===== config.mk =====
export PLATFORM = sky130hd
export DESIGN_NAME = vfd_mux_refresh
export DESIGN_NICKNAME = d
export VERILOG_FILES = /design/src/rtl/vfd_mux_pkg.sv /design/src/rtl/vfd_slot_timer.sv /design/src/rtl/vfd_row_serializer.sv /design/src/rtl/vfd_blank_gen.sv /design/src/rtl/vfd_mux_refresh.sv
export SDC_FILE = /design/constraint.sdc
export NUM_CORES = 1
export LEC_CHECK = 0
export ABC_CLOCK_PERIOD_IN_PS = 2640
export BUFFER_PORTS_ARGS = -buffer_cell sky130_fd_sc_hd__buf_2
export CELL_PAD_IN_SITES_DETAIL_PLACEMENT = 0
export CELL_PAD_IN_SITES_GLOBAL_PLACEMENT = 1
export CORE_MARGIN = 3
export CORE_UTILIZATION = 41
export CTS_CLUSTER_DIAMETER = 60
export CTS_CLUSTER_SIZE = 16
export DETAILED_ROUTE_END_ITERATION = 12
export PLACE_DENSITY = 0.87
export RECOVER_POWER = 100
export SLEW_MARGIN = 20
export SYNTH_ARGS = -nofsm -noshare
export SYNTH_HDL_FRONTEND = slang
export SYNTH_SLANG_ARGS = --single-unit

===== constraint.sdc =====
create_clock -name clk -period 2.64 [get_ports clk]
set_input_delay 0 -clock clk [delete_from_list [all_inputs] [get_ports clk]]
set_output_delay 0 -clock clk [all_outputs]
set_load 0.02 [all_outputs]

===== src/rtl/vfd_mux_pkg.sv =====
package vfd_mux_pkg;

    typedef enum logic [2:0] {
        SL_IDLE,
        SL_START,
        SL_DATA,
        SL_STROBE,
        SL_LAST
    } slot_kind_e;

    typedef struct packed {
        logic seg_clk;
        logic seg_data;
        logic dig_clk;
        logic dig_data;
        logic dig_en;
        logic blank;
    } drv_out_t;

    // Position of a slot inside the digit period.
    function automatic slot_kind_e classify(input int unsigned slot,
                                            input int unsigned idle,
                                            input int unsigned segbits);
        if (slot < idle)                  return SL_IDLE;
        if (slot == idle)                 return SL_START;
        if (slot < idle + segbits)        return SL_DATA;
        if (slot == idle + segbits)       return SL_STROBE;
        return SL_LAST;
    endfunction

    function automatic int unsigned clamp_span(input int unsigned req,
                                               input int unsigned lo,
                                               input int unsigned hi);
        if (req < lo) return lo;
        if (req > hi) return hi;
        return req;
    endfunction

endpackage


===== src/rtl/vfd_slot_timer.sv =====
module vfd_slot_timer #(
    parameter int unsigned PERIOD   = 40,
    parameter int unsigned N_DIGITS = 32,
    localparam int unsigned SW = $clog2(PERIOD),
    localparam int unsigned DW = $clog2(N_DIGITS)
) (
    input  logic          clk,
    input  logic          rst,
    input  logic          tick,
    output logic          phase,
    output logic [SW-1:0] slot,
    output logic [DW-1:0] digit,
    output logic          slot_end,
    output logic          period_end
);

    assign slot_end   = tick && phase;
    assign period_end = slot_end && (slot == SW'(PERIOD - 1));

    always_ff @(posedge clk) begin
        if (rst) begin
            phase <= 1'b0;
            slot  <= '0;
            digit <= '0;
        end else if (tick) begin
            phase <= ~phase;
            if (phase) begin
                if (slot == SW'(PERIOD - 1)) begin
                    slot  <= '0;
                    digit <= (digit == DW'(N_DIGITS - 1)) ? '0 : digit + DW'(1);
                end else begin
                    slot <= slot + SW'(1);
                end
            end
        end
    end


    digit_step_chk: assert property (@(posedge clk) disable iff (rst)
        (digit != $past(digit)) |-> ($past(period_end)));


    hold_on_idle_chk: assert property (@(posedge clk) disable iff (rst)
        !tick |=> ($stable(slot) && $stable(phase) && $stable(digit)));

endmodule


===== src/rtl/vfd_row_serializer.sv =====
module vfd_row_serializer
    import vfd_mux_pkg::*;
#(
    parameter int unsigned ROWS = 7,
    parameter int unsigned COLS = 5,
    localparam int unsigned RW = $clog2(ROWS),
    localparam int unsigned CW = $clog2(COLS)
) (
    input  logic            clk,
    input  logic            rst,
    input  logic            slot_end,
    input  logic            period_end,
    input  slot_kind_e      kind,
    input  logic [COLS-1:0] mem_rdata,
    output logic [RW-1:0]   row,
    output logic            seg_bit
);

    logic [CW-1:0]   col;
    logic [COLS-1:0] word_sh;
    logic            carries_data;

    assign carries_data = (kind == SL_DATA) || (kind == SL_LAST);

    // First bit of each row comes straight from memory, later bits from the shifted copy.
    always_comb begin
        if (kind == SL_START)  seg_bit = 1'b1;
        else if (col == '0)    seg_bit = mem_rdata[0];
        else                   seg_bit = word_sh[0];
    end

    always_ff @(posedge clk) begin
        if (rst) begin
            row     <= RW'(ROWS - 1);
            col     <= '0;
            word_sh <= '0;
        end else if (slot_end) begin
            if (period_end) begin
                row <= RW'(ROWS - 1);
                col <= '0;
            end else if (carries_data) begin
                word_sh <= (col == '0) ? (mem_rdata >> 1) : (word_sh >> 1);
                if (col == CW'(COLS - 1)) begin
                    col <= '0;
                    row <= row - RW'(1);
                end else begin
                    col <= col + CW'(1);
                end
            end
        end
    end


    row_order_chk: assert property (@(posedge clk) disable iff (rst)
        (row != $past(row) && !$past(period_end)) |-> (row == $past(row) - RW'(1)));

endmodule


===== src/rtl/vfd_blank_gen.sv =====
module vfd_blank_gen
    import vfd_mux_pkg::*;
#(
    parameter int unsigned PERIOD = 40,
    localparam int unsigned SW = $clog2(PERIOD)
) (
    input  logic [SW-1:0] slot,
    input  logic [SW-1:0] blank_len,
    output logic          blank
);

    int unsigned span;

    always_comb begin
        span  = clamp_span(int'(blank_len), 2, PERIOD - 1);
        blank = (int'(slot) >= (PERIOD - span));
    end

endmodule


===== src/rtl/vfd_mux_refresh.sv =====
module vfd_mux_refresh
    import vfd_mux_pkg::*;
#(
    parameter int unsigned N_DIGITS = 32,
    parameter int unsigned ROWS     = 7,
    parameter int unsigned COLS     = 5,
    parameter int unsigned PERIOD   = 40,
    localparam int unsigned SW = $clog2(PERIOD),
    localparam int unsigned DW = $clog2(N_DIGITS),
    localparam int unsigned RW = $clog2(ROWS)
) (
    input  logic             clk,
    input  logic             rst,
    input  logic             tick,
    input  logic [SW-1:0]    blank_len,
    output logic [DW+RW-1:0] mem_addr,
    input  logic [COLS-1:0]  mem_rdata,
    output logic             seg_clk,
    output logic             seg_data,
    output logic             dig_clk,
    output logic             dig_data,
    output logic             dig_en,
    output logic             blank
);

    localparam int unsigned SEG_BITS = ROWS * COLS;
    localparam int unsigned IDLE     = PERIOD - SEG_BITS - 2;

    logic          phase;
    logic [SW-1:0] slot;
    logic [DW-1:0] digit;
    logic          slot_end;
    logic          period_end;
    logic [RW-1:0] row;
    logic          seg_bit;
    logic          blank_w;
    slot_kind_e    kind;
    drv_out_t      drv;

    vfd_slot_timer #(.PERIOD(PERIOD), .N_DIGITS(N_DIGITS)) u_timer (
        .clk(clk), .rst(rst), .tick(tick),
        .phase(phase), .slot(slot), .digit(digit),
        .slot_end(slot_end), .period_end(period_end)
    );

    assign kind = classify(int'(slot), IDLE, SEG_BITS);

    vfd_row_serializer #(.ROWS(ROWS), .COLS(COLS)) u_ser (
        .clk(clk), .rst(rst), .slot_end(slot_end), .period_end(period_end),
        .kind(kind), .mem_rdata(mem_rdata), .row(row), .seg_bit(seg_bit)
    );

    vfd_blank_gen #(.PERIOD(PERIOD)) u_blank (
        .slot(slot), .blank_len(blank_len), .blank(blank_w)
    );

    always_comb begin
        drv          = '0;
        drv.seg_clk  = phase && (kind == SL_START || kind == SL_DATA || kind == SL_LAST);
        drv.seg_data = (kind == SL_START || kind == SL_DATA || kind == SL_LAST) ? seg_bit : 1'b0;
        drv.dig_en   = (kind == SL_STROBE);
        drv.dig_clk  = phase && (kind == SL_STROBE);
        drv.dig_data = (kind == SL_STROBE) && (digit == '0);
        drv.blank    = blank_w;
    end

    assign mem_addr = {digit, row};
    assign seg_clk  = drv.seg_clk;
    assign seg_data = drv.seg_data;
    assign dig_clk  = drv.dig_clk;
    assign dig_data = drv.dig_data;
    assign dig_en   = drv.dig_en;
    assign blank    = drv.blank;


    one_clock_chk: assert property (@(posedge clk) disable iff (rst)
        !(seg_clk && dig_clk));


    strobe_blanked_chk: assert property (@(posedge clk) disable iff (rst)
        dig_en |-> blank);


    latch_blanked_chk: assert property (@(posedge clk) disable iff (rst)
        $fell(dig_en) |-> (blank && !seg_clk));


    pins_hold_chk: assert property (@(posedge clk) disable iff (rst)
        !tick |=> ($stable(seg_clk) && $stable(dig_clk) && $stable(dig_en) && $stable(mem_addr)));

endmodule


==> results of run 1 <==
==> registers in the layout, indices dropped and copies added (netlist names) <==
signal	cells
u_ser.word_sh	4
u_timer.phase	1
u_timer.slot	6
u_ser.col	3
u_timer.digit	5
u_ser.row	3
==> worst min path at each step <==
stage,depth (start not counted),endpoint,slack (ps)
floorplan,1,u_ser.word_sh[0],70
global placement,3,u_ser.word_sh[3],270
detailed placement,3,u_ser.word_sh[3],290
CTS,3,u_ser.word_sh[3],3
global route,3,u_ser.word_sh[3],20
finish,3,u_ser.word_sh[3],4
==> layer usage <==
layer | vias up | GRT usage, %
li1 | 675 | -
met1 | 611 | 19.1
met3 | 2 | 2.36
met4 | 0 | 4.56
met2 | 24 | 26.7
met5 | - | 0
==> cells in the final DEF, fill, tap and decap left out, types with 3 or more instances in the layout <==
master,netlist,layout
xnor2_1,6,6
mux2i_1,5,5
nand2b_1,3,3
clkbuf_1,5,13
o21ai_0,5,5
nand2_1,10,10
xor2_1,4,4
nand3_1,3,4
inv_1,13,13
nor2_1,19,19
or3_1,4,4
buf_2,3,14
a21oi_1,10,10
o21ai_1,3,3
clkbuf_8,0,4
ha_1,16,16
dfxtp_1,22,22
a211oi_1,5,5
==> cell families after synthesis <==
kind of cell	after synthesis	synth area share (%)
and+or+nand+nor	61	23.3
AOI/OAI and AO/OA	39	17.5
buffers and inverters	24	7.17
DFF	22	29.0
adders and majority gates	16	13.2
xor gates and xnor gates	10	5.77
muxes	6	4.04
==> final cells by class <==
type	count	share of cell area [%]
multi-input combinational	132	56.7
sequential	22	26.3
timing repair buffer	27	7.11
tap	46	3.44
clock buffer	4	3.29
inverter	14	3.14
==> cells in the mapped netlist, drive strengths merged (2+ instances only) <==
library cell  instances  area share [%]
and4                  2             1.2
o211ai                3             2.1
a31oi                 2            0.82
xor2                  4             2.3
nor3                  2            0.66
inv                  14             3.5
nor2                 19             4.7
mux2i                 5             3.3
and3                  2            0.82
nand3                 4             2.1
nand2b                4             2.1
and2                  2            0.82
or3                   4             1.6
clkbuf                5             1.2
nand2                10             2.5
or4                   2             1.2
xnor2                 6             3.5
a21oi                11             3.9
ha                   16              13
a211oi                5             2.5
buf                   5             2.5
o21ai                 8             2.6
dfxtp                22              29
nand4                 2            0.82
==> critical path, stage by stage <==
cell      delay, ps
buf_2           120
or2_0           310
o31a_1          270
o22ai_1         220
ha_1            230
inv_1            40
o21ai_0         180
xnor2_1         140
nand2b_1         70
ha_1            180
nand2_1          60
a21oi_1          60
a41o_1          200
buf_2           150
==> power groups by stage <==
stage	clock network (W)	logic (W)	registers [W]
2_1_floorplan	0	0.0000558	0.000348
3_3_place_gp	0	0.0000771	0.000350
3_5_place_dp	0	0.0000804	0.000350
4_1_cts	0.000248	0.0000812	0.000342
5_1_grt	0.000266	0.0000921	0.000343
6_report	0.000240	0.0000789	0.000342
==> through the flow <==
step,instance area [um^2],worst slack [ps],util [%]
floorplan,1520,707,-
global placement,1660,525,48.1
detailed placement,1660,449,48.1
CTS,1710,438,49.7
global route,1670,224,48.6
finish,1670,396,48.6
==> metrics.txt, run 1 <==
initial core utilization 44.1%; Area Growth Syn to Fin 10.1%; Num CTS Buffers 3; drt drc 0; VDD IR max 186 uV; # setup viols final 0; post-synthesis sequential area ratio 29.0%; most used flip-flop cell after synthesis dfxtp_1; Worst setup startpoint blank_len[4]; Max Cap Violations 0; Leak 0.709 nW; worst path arrival time 2240 ps; FILL cells 340; multi-input combinational cell area 948 um^2; die width ~67 um; buffers inserted by post-CTS timing repair 0; largest net degree at the start of global routing 17; Sequential Power Share 51.7%; cells on worst reg2reg path 4; setup slack, reg-to-reg 640 ps; # nets final 230; WL final 3070 um; Syn Nets roughly 210; number of I/O port buffers 27; crit path kind input port to output pin; syn_area_per_cell 8.53 um^2; hold path start mem_rdata[4]; Slew headroom 64.6%; row count 21; DR top layer met4; DR WL/cell 12.5 um; Register Area 440 um^2; clock power share between 30% and 40%; Pre-antenna DRT Iters 4; period utilization 85.0%; Max Freq 446 MHz; YS warnings 0; vias in the first global route 1223; Hold Vio Cnt, Final 0; hold slack 3.89 ps; DP HPWL 2320 um; clock slew seen by the registers of the worst setup and hold paths 70 ps; grt total ovfl 0; count of cells resized by post-cts repair 0; buffer depth of the longest clock path 2; Clock Sinks 22; DR vias 1312; Syn Inst Count 178; Reg-to-Reg End u_timer.digit[3]; synth unique cells between 50 and 60; H-tree depth 1; worst min-delay path class input port to register; reg2reg start u_timer.phase; Placer Congestion 0.819; sw frac 23.8%; post-cts hold buffer count 0; Max FO, Critical Path 6; met3 WL approximately 130 um; initial antenna violation count 0; n_diodes 0; Detail Route met2 WL between 1000 and 1500 um; wire length of the first global-routing pass 5310 um; Cell Area, Synth 0.00152 mm^2; P per Cell Area between 300 and 400 mW/mm^2; unrepaired setup endpoints after global routing no; Required @ worst endpoint 2640 ps; min cycle time layout 2240 ps; status finished clean; Worst Clk Skew 2.28 ps; P_sw 0.000157 W; Vias per Instance 5.36; IO Pins 28; 1st-iter DRT viols 65; Setup crit start kind input port; Die ar. 0.00447 mm^2; Synth Register Bits 22; routed metal-1 wirelength roughly 1400 um; total power 0.000661 W; CP Capture Type output pin; power share of the combinational group 11.9%; Max Slew Vio Count 0; Pint ~0.0005 W; Clk Tree Root Cell clkbuf_8; Worst Tran Pin Value 530 ps; CTS tree built; layout cell share with drive strength beyond 1 between 10% and 20%; EDFF count, synth 0; final setup TNS 0 ps; non-filler instance count after layout 245; CP Capture Point blank; die height approximately 67 um; fraction of registers with async set or reset after synthesis 0%; GR Util All Layers 15.3%; core area between 0.003 and 0.004 mm^2; clock latency at the later pin of the worst-skew pair 260 ps; placed cells 241; final antenna-violating net count 0
Power figures use the tool's default switching activity.
==> run 2: changes to the inputs <==
--- a/config.mk
+++ b/config.mk
@@ -19,4 +19,5 @@
 export SLEW_MARGIN = 20
 export SYNTH_ARGS = -nofsm -noshare
 export SYNTH_HDL_FRONTEND = slang
+export SYNTH_HIERARCHICAL = 1
 export SYNTH_SLANG_ARGS = --single-unit
==> run 2 against run 1 <==
Effect of this change:
- final cell count increased by 12%
- fmax decreased by 4.0%
- first-iteration DRC count decreased by 12%
- clock power decreased by 15%
- core utilization increased by 0.56 points
- via count increased by 14%
- total power decreased by 5.1%
- clock-buffer cell count decreased by 1
- register-to-register slack got worse by 340 ps
- worst hold slack improved by 52 ps
- highest routed layer unchanged
==> metrics.txt, run 2 <==
DP HPWL 2540 um (+9.5%); H-tree depth 1 (unchanged); multi-input combinational cell area 0.00109 mm^2 (+15%); post-synthesis sequential area ratio 27.1% (-1.9 points); # nets final 257 (+12%); final antenna-violating net count 0 (unchanged); Synth Register Bits 22 (unchanged); Die ar. 0.00475 mm^2 (+6.2%); Sequential Power Share 54.6% (+2.9 points); crit path kind register to register; Max Slew Vio Count 0 (unchanged); Worst Tran Pin Value 712 ps (+182 ps); commonest non-fill, non-tap cell in the layout dfxtp_1; period utilization 88.6% (+3.6 points); CTS tree built; Syn Nets 227 (+9.1%); Post-synth top cells 22 x dfxtp_1, 20 x a21oi_1, 16 x nor2_1; n_diodes 0 (unchanged); unrepaired setup endpoints after global routing no; Max Freq 428 MHz (-4.0%); Register Area 440 um^2 (unchanged); Slew headroom 52.2% (-12 points); initial antenna violation count 0 (unchanged); initial core utilization 43.3% (-0.78 points); commonest non-fill, non-tap cells in the layout 22 x dfxtp_1, 20 x a21oi_1, 16 x nor2_1; row count 22 (+4.8%); Vias per Instance 5.42 (+1.2%); Yosys top cell area share 27.1% (-1.9 points); Required @ worst endpoint 2790 ps (+150 ps); Max FO, Critical Path 10 (+4); wire length of the first global-routing pass 5890 um (+11%); clock latency at the later pin of the worst-skew pair 260 ps (about the same); VDD IR max 169 uV (-9.1%); count of cells resized by post-cts repair 0 (unchanged); YS warnings 6 (+6); P_sw 0.000152 W (-3.3%); Area Growth Syn to Fin 13.4%; Cell Area, Synth 0.00162 mm^2 (+6.8%); Yosys top cell by area dfxtp_1; core area 0.00374 mm^2 (+8.8%); buffer depth of the longest clock path 2 (unchanged); buffers inserted by post-CTS timing repair 0 (unchanged); Detail Route met2 WL 1380 um (-6.2%); Clk Tree Root Cell clkbuf_8; most used flip-flop cell after synthesis dfxtp_1; Hold Vio Cnt, Final 0 (unchanged); count leader, synth dfxtp_1; drt drc 0 (unchanged); CP Capture Type register; WL final 3360 um (+9.6%); max reg flops 6 (unchanged); Worst Clk Skew 2.48 ps (+0.197 ps); GR Util All Layers 15.9% (+0.67 points); Setup crit start kind register; routed metal-1 wirelength 1780 um (+24%); die height 68.9 um (+3.1%); DR WL/cell 12.2 um (-2.3%); Num CTS Buffers 3 (unchanged); worst min-delay path class input port to register; Clock Sinks 22 (unchanged); die width 68.9 um (+3.1%); DR vias 1491 (+14%); Max Cap Violations 0 (unchanged); final setup TNS 0 ps (unchanged); Area contributors post-synth dfxtp_1 27%, ha_1 11%, a21oi_1 6.2%; clock slew seen by the registers of the worst setup and hold paths 70 ps (about the same); status finished clean; FILL cells 401 (+18%); grt total ovfl 0 (unchanged); # setup viols final 0 (unchanged); IO Pins 28 (unchanged); vias in the first global route 1326 (+8.4%); 1st-iter DRT viols 57 (-12%); P per Cell Area 341 mW/mm^2 (-14%); layout cell share with drive strength beyond 1 14.1% (+3.0 points); EDFF count, synth 0 (unchanged); Pint 0.000476 W (-5.6%); syn_area_per_cell 8.15 um^2 (-4.4%); largest reg by FF count u_timer/slot; largest registers u_timer/slot x6, u_timer/digit x5, u_ser/word_sh x4; min cycle time layout 2340 ps (+94.4 ps); Leak 0.701 nW (-1.1%); number of I/O port buffers 27 (unchanged); clock power share 32.3% (-4.0 points); total power 0.000627 W (-5.1%); worst path arrival time 2490 ps (+250 ps); DR top layer met4; sw frac 24.2% (+0.45 points); largest net degree at the start of global routing 24 (+7); synth unique cells 52 (+2.0%); met3 WL 165 um (+29%); power share of the combinational group 13.1% (+1.2 points); Pre-antenna DRT Iters 4 (unchanged); fraction of registers with async set or reset after synthesis 0% (unchanged); Syn Inst Count 199 (+12%); Placer Congestion 0.742 (-9.3%)
run 2: changes by cell type in the layout (fill, tap and decap cells not counted), sizes merged, moves of 2 or more:
cell,change
a2111oi,+2
a21o,+2
a21oi,+9
buf,+5
ha,-2
inv,-2
nand4b,+3
nor2,-3
nor3,+4
o31ai,+4
or3b,+2
or4,+3
xor2,-2
run 2: cell families (layout without fill, tap and decap cells):
logic type	after synthesis	count (layout)	synth area share, %
AND/OR/NAND/NOR	76	76	27.6
AO/OA/AOI/OAI	53	53	21.1
flip-flops	22	22	27.1
buffers and inverters	21	49	5.47
adder cells (fa/ha/maj)	14	14	10.8
XOR/XNOR	8	8	4.78
multiplexers	5	5	3.08
run 2: what timing repair did:
item | 4_1_cts | 5_1_grt
hold endpoints to repair | 1 | 0
endpoints found under the setup margin | 0 | 0
hold buffers | 1 | 0
run 2: final timing paths:
| check | startpoint | to | slack [ps] | depth (start not counted) |
|---|---|---|---|---|
| worst max-delay path | u_timer/slot[3] | u_ser/row[2] | 300 | 6 |
| worst min-delay path | tick | u_timer/phase | 60 | 3 |
| worst max register to register | u_timer/slot[3] | u_ser/row[2] | 300 | 6 |
| worst min register to register | u_ser/word_sh[3] | u_ser/word_sh[3] | 480 | 2 |
run 2: critical path: stages (launching register included):
cell	delay, ps
dfxtp_1	380
nor2_1	310
a21boi_0	180
a21oi_1	300
xnor2_1	280
or4_1	560
a31o_1	230
run 2: cell type report:
type	count	share of cell area, %
inverter	12	2.45
sequential	22	23.9
tap	48	3.26
clock buffer	3	2.24
timing repair buffer	34	9.11
multi-input combinational	156	59.0
run 2: power groups by stage:
stage	clock network, W	registers, W	logic [W]
floorplan	0	0.000349	0.0000585
global placement	0	0.000350	0.0000809
detailed placement	0	0.000351	0.0000813
CTS	0.000212	0.000343	0.0000829
global route	0.000220	0.000344	0.0000965
finish	0.000203	0.000343	0.0000820
run 2: routing by layer:
layer / GRT usage (%) / vias to the layer above
li1: - / 790
met1: 22.4 / 669
met2: 25.1 / 28
met3: 2.59 / 4
met4: 4.38 / 0
met5: 0 / -
run 2: stage by stage:
step / cells / hold WS, ps / area [um^2] / utilization [%] / worst slack [ps]
5_1_grt: 275 / 99.3 / 1840 / 49.2 / 89.1
6_report: 275 / 55.9 / 1840 / 49.2 / 301
2_1_floorplan: 199 / 137 / 1620 / - / 293
3_3_place_gp: 271 / 272 / 1820 / 48.6 / 315
3_5_place_dp: 271 / 271 / 1820 / 48.6 / 305
4_1_cts: 275 / 51.0 / 1870 / 50.0 / 312
==> run 3: changes to the inputs <==
--- a/config.mk
+++ b/config.mk
@@ -9,13 +9,13 @@
 export BUFFER_PORTS_ARGS = -buffer_cell sky130_fd_sc_hd__buf_2
 export CELL_PAD_IN_SITES_DETAIL_PLACEMENT = 0
 export CELL_PAD_IN_SITES_GLOBAL_PLACEMENT = 1
+export CORE_ASPECT_RATIO = 0.7
 export CORE_MARGIN = 3
 export CORE_UTILIZATION = 41
 export CTS_CLUSTER_DIAMETER = 60
 export CTS_CLUSTER_SIZE = 16
 export DETAILED_ROUTE_END_ITERATION = 12
 export PLACE_DENSITY = 0.87
-export RECOVER_POWER = 100
 export SLEW_MARGIN = 20
 export SYNTH_ARGS = -nofsm -noshare
 export SYNTH_HDL_FRONTEND = slang
==> run 3 against run 2 <==
Effect of this change:
- clock skew rose by 2.6 ps
- highest routed layer unchanged
- sequential power barely moved
- setup slack worse by 8.4 ps
- sequential cell count is the same
- first-iteration DRC count is 12% higher
==> metrics.txt, run 3 (same netlist as run 2, synthesis figures left out) <==
total power 0.000748 W (+19%); FILL cells 381 (-5.0%); kind of cell adding the most delay to the critical path compound AO/OA/AOI/OAI gates; buffers inserted by post-CTS timing repair 0 (unchanged); P per Cell Area 396 mW/mm^2 (+16%); crit path kind input port to output pin; die height 58.6 um (-15%); commonest non-fill, non-tap cell in the layout buf_2; Max Cap Violations 0 (unchanged); DR vias 1514 (+1.5%); Register Area 440 um^2 (unchanged); worst min-delay path class input port to register; min cycle time layout 2350 ps (+8.44 ps); Max FO, Critical Path 5 (-5); Clk Tree Root Cell clkbuf_8; count of cells resized by post-cts repair 0 (unchanged); P_sw 0.000171 W (+13%); IO Pins 28 (unchanged); Setup crit start kind input port; Placer Congestion 0.766 (+3.2%); sw frac 22.9% (-1.3 points); wire length of the first global-routing pass 6150 um (+4.5%); Slew headroom 60.4% (+8.2 points); clock power share 43.0% (+11 points); n_diodes 0 (unchanged); buffer depth of the longest clock path 2 (unchanged); clock latency at the later pin of the worst-skew pair 270 ps (about the same); commonest non-fill, non-tap cells in the layout 27 x buf_2, 22 x dfxtp_1, 20 x a21oi_1; Worst Tran Pin Value 592 ps (-120 ps); initial antenna violation count 0 (unchanged); Leak 0.759 nW (+8.2%); Vias per Instance 5.49 (+1.2%); Finished Core Util 51.7% (+2.6 points); grt total ovfl 0 (unchanged); die width 81.2 um (+18%); status finished clean; clock slew seen by the registers of the worst setup and hold paths 80 ps (about the same); Num CTS Buffers 3 (unchanged); Clock Sinks 22 (unchanged); largest net degree at the start of global routing 24 (unchanged); Max Slew Vio Count 0 (unchanged); Pre-antenna DRT Iters 4 (unchanged); Max Freq 426 MHz (-0.36%); largest registers u_timer/slot x6, u_timer/digit x5, u_ser/word_sh x4; drt drc 0 (unchanged); Required @ worst endpoint 2640 ps (-150 ps); final setup TNS 0 ps (unchanged); vias in the first global route 1302 (-1.8%); row count 18 (-18%); Pint 0.000577 W (+21%); Die ar. 0.00476 mm^2 (+0.24%); layout cell share with drive strength beyond 1 20.4% (+6.3 points); DP Worst Slack 266 ps (-38.4 ps); post-cts hold buffer count 1 (unchanged); # nets final 255 (-0.78%); Sequential Power Share 45.8% (-8.8 points); Worst Clk Skew 5.04 ps (+2.56 ps); CP Cell Sequence buf_2, o31a_1, o32ai_2, ha_1, inv_1, o21ai_0, xnor2_1, nand2_1, ha_1, o211ai_1, or3_1, a21oi_1, buf_2; Hold Vio Cnt, Final 0 (unchanged); initial core utilization 44.5% (+1.1 points); CP max stage delay 340 ps (-220 ps); hold slack 52.0 ps (-3.92 ps); # setup viols final 0 (unchanged); number of I/O port buffers 27 (unchanged); Slowest cell on crit path or3_1; CP Capture Type output pin; core area 0.00365 mm^2 (-2.5%); largest reg by FF count u_timer/slot; WL final 3630 um (+7.9%); VDD IR max 235 uV (+39%); DR WL/cell 13.2 um (+7.5%); Worst Slack Setup Final 293 ps (-8.44 ps); Area Growth Syn to Fin 16.3%; CTS tree built; 1st-iter DRT viols 64 (+12%); unrepaired setup endpoints after global routing no; multi-input combinational cell area 0.00109 mm^2 (+0.69%); Worst Path Buf+Inv 3 (+3); DP HPWL 2680 um (+5.5%); power share of the combinational group 11.2% (-1.9 points); GR Util All Layers 16.5% (+0.57 points); max reg flops 6 (unchanged); H-tree depth 1 (unchanged); worst path arrival time 2350 ps (-140 ps); period utilization 88.9% (+0.32 points); final antenna-violating net count 0 (unchanged)
==> run 3: changes by cell type in the layout (fill, tap and decap cells not counted), sizes merged <==
cell / before / now
buf: 19 / 31
clkbuf: 17 / 3
bufinv: 0 / 1
==> run 3: through the flow <==
step                instance area (um^2)  instances
global route                        1890        276
CTS                                 1890        276
finish                              1890        276
global placement                    1810        271
floorplan                           1620        199
detailed placement                  1810        271
==> run 3: path summary, 6_finish.rpt <==
check / startpoint / to / slack [ps] / cells past startpoint
max: blank_len[2] / blank / 290 / 13
min: tick / u_timer/phase / 50 / 3
max reg2reg: u_timer/slot[5] / u_ser/col[1] / 300 / 5
min reg2reg: u_ser/word_sh[3] / u_ser/word_sh[3] / 480 / 2
==> run 3: routing by layer <==
layer / track usage (%) / wire length (um) / share of wire [%]
met2: 21.6 / 1390 / 38
met1: 26.1 / 2020 / 56
met5: 0 / 0 / 0
met3: 3.82 / 182 / 5.0
met4: 4.82 / 38 / 1.0
==> run 3: area by class of cell <==
class,count,area share [%]
clock buffers,3,2.19
clock inverters,1,1.59
inverters,12,2.39
multi-input cells,156,57.9
flip-flops and latches,22,23.3
well taps,50,3.31
repair buffers,32,9.28
==> run 3: worst min-delay path, stage by stage <==
cell,delay [ps]
buf_2,140
xnor2_1,70
nor2_1,70
==> run 3: power groups by stage <==
| stage | Clock (W) | Sequential, W | Combinational [W] |
|---|---|---|---|
| floorplan | 0 | 0.000349 | 0.0000585 |
| global placement | 0 | 0.000350 | 0.0000825 |
| detailed placement | 0 | 0.000351 | 0.0000822 |
| CTS | 0.000330 | 0.000343 | 0.0000839 |
| global route | 0.000347 | 0.000345 | 0.0000955 |
| finish | 0.000322 | 0.000343 | 0.0000837 |
